### config.mk
export PLATFORM = sky130hd
export DESIGN_NAME = mem_tap
export DESIGN_NICKNAME = d
export VERILOG_FILES = /design/src/rtl/mem_tap_pkg.sv /design/src/rtl/tap_fsm.sv /design/src/rtl/tap_ir.sv /design/src/rtl/tap_dr.sv /design/src/rtl/mem_tap.sv
export SDC_FILE = /design/constraint.sdc
export NUM_CORES = 1
export LEC_CHECK = 0
export BUFFER_PORTS_ARGS = -buffer_cell sky130_fd_sc_hd__buf_2
export CAP_MARGIN = 20
export CORE_MARGIN = 3
export CORE_UTILIZATION = 47
export DETAILED_ROUTE_END_ITERATION = 10
export GPL_TIMING_DRIVEN = 0
export HOLD_SLACK_MARGIN = 0.12
export PLACE_DENSITY = 0.71
export SYNTH_ARGS = -nofsm -noshare
export SYNTH_HDL_FRONTEND = slang
export SYNTH_HIERARCHICAL = 1
export SYNTH_SLANG_ARGS = --single-unit
### constraint.sdc
create_clock -name tck -period 3.6 [get_ports tck]
set_clock_uncertainty 0.2 [all_clocks]
set_input_delay 0.36 -clock tck [delete_from_list [all_inputs] [get_ports tck]]
set_output_delay 0.36 -clock tck [all_outputs]
set_load 0.02 [all_outputs]
### src/rtl/mem_tap_pkg.sv
package mem_tap_pkg;

  localparam int IR_W = 3;
  localparam int ID_W = 32;

  typedef enum logic [3:0] {
    ST_RESET, ST_IDLE,
    ST_SEL_DR, ST_CAP_DR, ST_SH_DR, ST_EX1_DR, ST_PAU_DR, ST_EX2_DR, ST_UPD_DR,
    ST_SEL_IR, ST_CAP_IR, ST_SH_IR, ST_EX1_IR, ST_PAU_IR, ST_EX2_IR, ST_UPD_IR
  } tap_state_e;

  typedef enum logic [1:0] {DR_BYPASS, DR_IDENT, DR_BSCAN} dr_sel_e;

  localparam logic [IR_W-1:0] OP_EXTEST      = 3'b000;
  localparam logic [IR_W-1:0] OP_IDCODE      = 3'b001;
  localparam logic [IR_W-1:0] OP_SAMPLE      = 3'b010;
  localparam logic [IR_W-1:0] OP_BYPASS      = 3'b111;
  localparam logic [IR_W-1:0] IR_CAPTURE_PAT = 3'b001;

  function automatic tap_state_e next_state(tap_state_e s, logic m);
    next_state = s;
    case (s)
      ST_RESET:  next_state = m ? ST_RESET  : ST_IDLE;
      ST_IDLE:   next_state = m ? ST_SEL_DR : ST_IDLE;
      ST_SEL_DR: next_state = m ? ST_SEL_IR : ST_CAP_DR;
      ST_CAP_DR: next_state = m ? ST_EX1_DR : ST_SH_DR;
      ST_SH_DR:  next_state = m ? ST_EX1_DR : ST_SH_DR;
      ST_EX1_DR: next_state = m ? ST_UPD_DR : ST_PAU_DR;
      ST_PAU_DR: next_state = m ? ST_EX2_DR : ST_PAU_DR;
      ST_EX2_DR: next_state = m ? ST_UPD_DR : ST_SH_DR;
      ST_UPD_DR: next_state = m ? ST_SEL_DR : ST_IDLE;
      ST_SEL_IR: next_state = m ? ST_RESET  : ST_CAP_IR;
      ST_CAP_IR: next_state = m ? ST_EX1_IR : ST_SH_IR;
      ST_SH_IR:  next_state = m ? ST_EX1_IR : ST_SH_IR;
      ST_EX1_IR: next_state = m ? ST_UPD_IR : ST_PAU_IR;
      ST_PAU_IR: next_state = m ? ST_EX2_IR : ST_PAU_IR;
      ST_EX2_IR: next_state = m ? ST_UPD_IR : ST_SH_IR;
      ST_UPD_IR: next_state = m ? ST_SEL_DR : ST_IDLE;
    endcase
  endfunction

  function automatic dr_sel_e dr_select(logic [IR_W-1:0] op);
    case (op)
      OP_EXTEST, OP_SAMPLE: dr_select = DR_BSCAN;
      OP_IDCODE:            dr_select = DR_IDENT;
      default:              dr_select = DR_BYPASS;
    endcase
  endfunction

  function automatic int bsr_len(bit wide);
    return wide ? 70 : 51;
  endfunction

  function automatic logic [ID_W-1:0] id_code(bit wide, logic [3:0] rev);
    logic [4:0] depth_c;
    logic [4:0] width_c;
    depth_c = wide ? 5'b00101 : 5'b00110;
    width_c = wide ? 5'b00100 : 5'b00011;
    return {rev, depth_c, width_c, 6'b000000, 11'b000_0000_1110, 1'b1};
  endfunction

endpackage

### src/rtl/tap_fsm.sv
module tap_fsm
  import mem_tap_pkg::*;
(
  input  logic tck,
  input  logic por_n,
  input  logic tms,
  output logic at_reset,
  output logic cap_dr,
  output logic sh_dr,
  output logic cap_ir,
  output logic sh_ir,
  output logic upd_ir
);

  tap_state_e state;
  logic [2:0] ones_run;

  always_ff @(posedge tck or negedge por_n) begin
    if (!por_n) begin
      state    <= ST_RESET;
      ones_run <= 3'd0;
    end else begin
      state    <= next_state(state, tms);
      ones_run <= tms ? ((ones_run == 3'd5) ? 3'd5 : ones_run + 3'd1) : 3'd0;
    end
  end

  assign at_reset = (state == ST_RESET);
  assign cap_dr   = (state == ST_CAP_DR);
  assign sh_dr    = (state == ST_SH_DR);
  assign cap_ir   = (state == ST_CAP_IR);
  assign sh_ir    = (state == ST_SH_IR);
  assign upd_ir   = (state == ST_UPD_IR);


  five_high_reset_chk: assert property (@(posedge tck) disable iff (!por_n)
    (ones_run == 3'd5) |-> (state == ST_RESET));


  pause_dr_hold_chk: assert property (@(posedge tck) disable iff (!por_n)
    (state == ST_PAU_DR && !tms) |=> (state == ST_PAU_DR));

endmodule

### src/rtl/tap_ir.sv
module tap_ir
  import mem_tap_pkg::*;
(
  input  logic            tck,
  input  logic            por_n,
  input  logic            tdi,
  input  logic            at_reset,
  input  logic            cap_ir,
  input  logic            sh_ir,
  input  logic            upd_ir,
  output logic            ir_lsb,
  output logic [IR_W-1:0] instr
);

  logic [IR_W-1:0] ir_sr;

  always_ff @(posedge tck or negedge por_n) begin
    if (!por_n)      ir_sr <= IR_CAPTURE_PAT;
    else if (cap_ir) ir_sr <= IR_CAPTURE_PAT;
    else if (sh_ir)  ir_sr <= {tdi, ir_sr[IR_W-1:1]};
  end

  always_ff @(negedge tck or negedge por_n) begin
    if (!por_n)        instr <= OP_IDCODE;
    else if (at_reset) instr <= OP_IDCODE;
    else if (upd_ir)   instr <= ir_sr;
  end

  assign ir_lsb = ir_sr[0];


  ir_capture_pat_chk: assert property (@(posedge tck) disable iff (!por_n)
    cap_ir |=> (ir_sr == 3'b001));


  instr_hold_chk: assert property (@(negedge tck) disable iff (!por_n)
    !(upd_ir || at_reset) |=> $stable(instr));


  reset_idcode_chk: assert property (@(negedge tck) disable iff (!por_n)
    at_reset |=> (instr == 3'b001));

endmodule

### src/rtl/tap_dr.sv
module tap_dr
  import mem_tap_pkg::*;
#(
  parameter int              BSR_LEN  = 70,
  parameter int              PIN_BITS = 68,
  parameter logic [ID_W-1:0] ID_VALUE = 32'h0000_001D
) (
  input  logic                tck,
  input  logic                por_n,
  input  logic                tdi,
  input  logic                cap_dr,
  input  logic                sh_dr,
  input  dr_sel_e             sel,
  input  logic [PIN_BITS-1:0] ring_in,
  output logic                dr_lsb
);

  logic                byp;
  logic [ID_W-1:0]     id_sr;
  logic [BSR_LEN-1:0]  bsr;
  logic [BSR_LEN-1:0]  bsr_cap;

  for (genvar g = 0; g < BSR_LEN; g++) begin : g_cap
    if (g < PIN_BITS) begin : g_pin
      assign bsr_cap[g] = ring_in[g];
    end else begin : g_hold
      assign bsr_cap[g] = 1'b1;
    end
  end

  always_ff @(posedge tck or negedge por_n) begin
    if (!por_n) begin
      byp   <= 1'b0;
      id_sr <= ID_VALUE;
      bsr   <= '1;
    end else begin
      if (sel == DR_BYPASS) begin
        if (cap_dr)     byp <= 1'b0;
        else if (sh_dr) byp <= tdi;
      end
      if (sel == DR_IDENT) begin
        if (cap_dr)     id_sr <= ID_VALUE;
        else if (sh_dr) id_sr <= {tdi, id_sr[ID_W-1:1]};
      end
      if (sel == DR_BSCAN) begin
        if (cap_dr)     bsr <= bsr_cap;
        else if (sh_dr) bsr <= {tdi, bsr[BSR_LEN-1:1]};
      end
    end
  end

  always_comb begin
    case (sel)
      DR_IDENT: dr_lsb = id_sr[0];
      DR_BSCAN: dr_lsb = bsr[0];
      default:  dr_lsb = byp;
    endcase
  end


  bypass_capture_zero_chk: assert property (@(posedge tck) disable iff (!por_n)
    (cap_dr && sel == DR_BYPASS) |=> !byp);


  id_capture_chk: assert property (@(posedge tck) disable iff (!por_n)
    (cap_dr && sel == DR_IDENT) |=> (id_sr == ID_VALUE));


  bsr_hold_ones_chk: assert property (@(posedge tck) disable iff (!por_n)
    (cap_dr && sel == DR_BSCAN) |=> (&bsr[BSR_LEN-1:PIN_BITS]));


  bsr_pin_capture_chk: assert property (@(posedge tck) disable iff (!por_n)
    (cap_dr && sel == DR_BSCAN) |=> (bsr[PIN_BITS-1:0] == $past(ring_in)));

endmodule

### src/rtl/mem_tap.sv
module mem_tap
  import mem_tap_pkg::*;
#(
  parameter bit         WIDE      = 1'b1,
  parameter logic [3:0] REVISION  = 4'h0,
  parameter int         HOLD_BITS = 2,
  localparam int        BSR_LEN   = bsr_len(WIDE),
  localparam int        PIN_BITS  = BSR_LEN - HOLD_BITS
) (
  input  logic                tck,
  input  logic                por_n,
  input  logic                tms,
  input  logic                tdi,
  input  logic [PIN_BITS-1:0] ring_in,
  output logic                tdo,
  output logic                tdo_oe
);

  localparam logic [ID_W-1:0] ID_VALUE = id_code(WIDE, REVISION);

  logic            at_reset, cap_dr, sh_dr, cap_ir, sh_ir, upd_ir;
  logic            ir_lsb, dr_lsb;
  logic [IR_W-1:0] instr;
  dr_sel_e         dr_sel;

  tap_fsm i_fsm (
    .tck(tck), .por_n(por_n), .tms(tms),
    .at_reset(at_reset), .cap_dr(cap_dr), .sh_dr(sh_dr),
    .cap_ir(cap_ir), .sh_ir(sh_ir), .upd_ir(upd_ir)
  );

  tap_ir i_ir (
    .tck(tck), .por_n(por_n), .tdi(tdi),
    .at_reset(at_reset), .cap_ir(cap_ir), .sh_ir(sh_ir), .upd_ir(upd_ir),
    .ir_lsb(ir_lsb), .instr(instr)
  );

  assign dr_sel = dr_select(instr);

  tap_dr #(.BSR_LEN(BSR_LEN), .PIN_BITS(PIN_BITS), .ID_VALUE(ID_VALUE)) i_dr (
    .tck(tck), .por_n(por_n), .tdi(tdi),
    .cap_dr(cap_dr), .sh_dr(sh_dr), .sel(dr_sel),
    .ring_in(ring_in), .dr_lsb(dr_lsb)
  );

  always_ff @(negedge tck or negedge por_n) begin
    if (!por_n) begin
      tdo    <= 1'b0;
      tdo_oe <= 1'b0;
    end else begin
      tdo_oe <= sh_ir | sh_dr;
      if (sh_ir)      tdo <= ir_lsb;
      else if (sh_dr) tdo <= dr_lsb;
    end
  end


  oe_matches_shift_chk: assert property (@(posedge tck) disable iff (!por_n)
    tdo_oe == (sh_ir | sh_dr));

endmodule

==> flow_metrics.tcl <==
set metrics [dict create \
    status "finished with violations" \
    violations "negative setup slack" \
    ys_types 45 \
    overflow 0 \
    gp_congestion 0.798 \
    die_h_um 115 \
    power_mw 5.55 \
    place_area_mm2 0.00612 \
    synth-edff-count 0 \
    finalSetupViolCount 103 \
    postLayoutCellArea_mm2 0.00856 \
    n_antenna_cell 0 \
    nets 805 \
    wl_per_cell_um 21.9 \
    synth-seq-cells 115 \
    tightest_slew_ns 0.841 \
    die_x_um 115 \
    path_delay_family "flip-flops" \
    port_buffers 72 \
    ant_nets 0 \
    slew_viol_final 0 \
    grt.total_usage_pct 26.2 \
    r2r_end "i_dr/id_sr[12]" \
    yosysWarnings 6 \
    syn-num-nets 625 \
    fillers 660 \
    grt.met3_usage_pct 5.92 \
    grt_first_pass_wirelength_mm 27.4 \
    synth_top_area_share_pct 37.5 \
    p_leak_nw 3.24 \
    fin_ws_ns -0.233 \
    syn_inst 550 \
    whs_endpoint "i_dr/id_sr[26]" \
    vias_per_cell 6.44 \
    grtUsageMet1_pct 31.5 \
    ir_drop_mv 0.365 \
    max_slew_margin_pct 44.0 \
    holdPathStages 2 \
    critPathMostFrequentCell "o21ai_1" \
    core_area_mm2 0.0115 \
    crit_path_start_kind "flop" \
    netlist_area_mm2 0.00554 \
    antenna_found_initial 0 \
    dr.pass1.iters 6 \
    min_path_type "reg2reg" \
    drc_errors 0 \
    power_density_mw_per_mm2 649 \
    reg2reg_depth 7 \
    cts_made_buffers 17 \
    wl_mm 19.4 \
    dp.cells 766 \
    worstSkewPairLatency_ns 0.44 \
    ys_top_cells_by_area "dfstp_2 (37%), o22ai_1 (15%), dfrtp_1 (14%)" \
    initialDrtViolationCount 653 \
    vias 5702 \
    row_count 39 \
    pre_cts_slack_ns -0.235 \
    syn_area_per_cell_um2 10.1 \
    grt-busiest-layer "met2" \
    grt_pass1_vias 5569 \
    hold_violations 0 \
    crit_slowest_cell "dfstp_2" \
    initial_core_util_pct 48.3 \
    cp.depth 7 \
    crit_fanout 10 \
    async_flop_share_pct 100 \
    cp.arrival_ns 3.91 \
    yosys.area.top_type "dfstp_2" \
    clockBufferDepth 2 \
    synth-main-ff-cell "dfstp_2" \
    h-tree-depth 4 \
    die-area_mm2 0.0131 \
    cp.buffers_inverters 3 \
    use_met2_pct 45.8 \
    r2r-start "i_ir/instr[0]" \
    path_cells "nor3b_4 -> buf_4 -> ha_4 -> inv_1 -> buf_6 -> o21ai_1 -> o21ai_1" \
    critPathCaptureType "flop" \
    rsz0062_at_grt "yes" \
    cts.clk_slew.worst_paths_ns 0.05 \
    area_growth_pct 54.5 \
    hp-start "i_dr/id_sr[26]" \
    grt_max_degree 65 \
    crit_type "reg2reg" \
    drv_cap 0 \
    synth-seq-area-share_pct 53.7 \
    final_cells 886 \
    cts_tree "yes" \
    clock-root-buffer "clkbuf_16" \
    slowest_delay_ns 0.53 \
    post_route_cells_drive_above_1_share_pct 52.6 \
    dp_hpwl_mm 9.01 \
    cts.sinks 115 \
    layout_common_cells "buf_2 (84), dfstp_2 (79), o22ai_1 (75), dlygate4sd3_1 (71), o22ai_2 (49)" \
    required_ns 3.68 \
    final_common_cell "buf_2" \
    pin_count 74 \
    r2r_slack_ns -0.23 \
    fin_hold_ws_ns 0.301 \
]
==> metrics by stage <==
| step | TNS [ns] | utilization (%) |
|---|---|---|
| floorplan | -0.169 | - |
| global placement | -17.72 | 53.1 |
| detailed placement | -15.34 | 53.4 |
| CTS | -12.07 | 71.0 |
| global route | -20.49 | 74.6 |
| finish | -13.80 | 74.6 |
==> cells in the mapped netlist, drive strengths merged, types with 2 or more instances <==
| cell type | n |
|---|---|
| nand2b | 2 |
| nor2 | 18 |
| dfrtn | 4 |
| a211o | 2 |
| buf | 47 |
| clkbuf | 10 |
| nor3b | 4 |
| dfstp | 79 |
| nor3 | 13 |
| ha | 3 |
| a21oi | 82 |
| or2 | 2 |
| nor2b | 3 |
| o21ai | 52 |
| mux2i | 5 |
| inv | 7 |
| o22ai | 137 |
| dfrtp | 32 |
| nand2 | 31 |
| o211ai | 2 |
| a211oi | 2 |
==> worst register-to-register path, stage by stage (launching register included) <==
cell     delay (ns)
dfstp_2        0.53
nor3b_4        0.20
buf_4          0.16
ha_4           0.15
inv_1          0.13
buf_6          0.19
o21ai_1        0.20
o21ai_1        0.10
==> cell families (layout without fill, tap and decap cells) <==
kind of cell,Yosys count,count (layout),synth area share [%]
buffers and inverters,64,257,7.21
adder cells (fa/ha/maj),3,3,0.678
XOR/XNOR,1,1,0.158
AO/OA/AOI/OAI,282,282,29.9
flip-flops,115,115,53.7
multiplexers,5,5,0.904
AND/OR/NAND/NOR,80,80,7.39
==> registers in the layout (all words and copies together), names as in the netlist <==
register and cells:
i_dr/id_sr 32, i_fsm/state 4, i_ir/ir_sr 3, tdo_oe 1
i_ir/instr 3, tdo 1, i_dr/bsr 70, i_dr/byp 1
==> cell type report <==
type                    instances  area (um^2)  share of cell area [%]
plain buffers                  54          510                    5.96
clock buffers                  28          528                    6.17
clock inverters                 5         23.8                   0.278
inverters                       6         22.5                   0.263
multi-input cells             371         2970                    34.7
flip-flops and latches        115         2980                    34.8
well taps                     143          179                    2.09
repair buffers                164         1350                    15.8
==> repair_timing <==
item | CTS | global route
cloned | 6 | 1
setup endpoints to repair | 100 | 104
hold buffers | 71 | 0
setup buffers | 11 | 3
hold endpoints to repair | 77 | 0
resized for setup | 142 | 81
pin swaps | 30 | 22
==> layer usage <==
layer | vias to the layer above | wire (um)
met2 | 288 | 10100
met4 | 0 | 861
met3 | 87 | 1140
li1 | 2470 | -
met1 | 2857 | 7300
met5 | - | 0
==> power breakdown <==
group | internal (mW) | switching, mW
combinational | 0.955 | 1.33
clock | 0.990 | 0.564
sequential | 1.56 | 0.156
==> worst max path at each step <==
stage,start,to,slack (ns)
global route,i_ir/instr[0],i_dr/bsr[36],-0.29
detailed placement,i_ir/instr[0],i_dr/bsr[55],-0.23
CTS,i_ir/instr[0],i_dr/bsr[51],-0.18
finish,i_ir/instr[0],i_dr/id_sr[12],-0.23
floorplan,i_ir/instr[0],i_dr/bsr[48],-0.02
global placement,por_n,tdo,-0.99
Note: power is estimated with default switching activity, not from simulation.
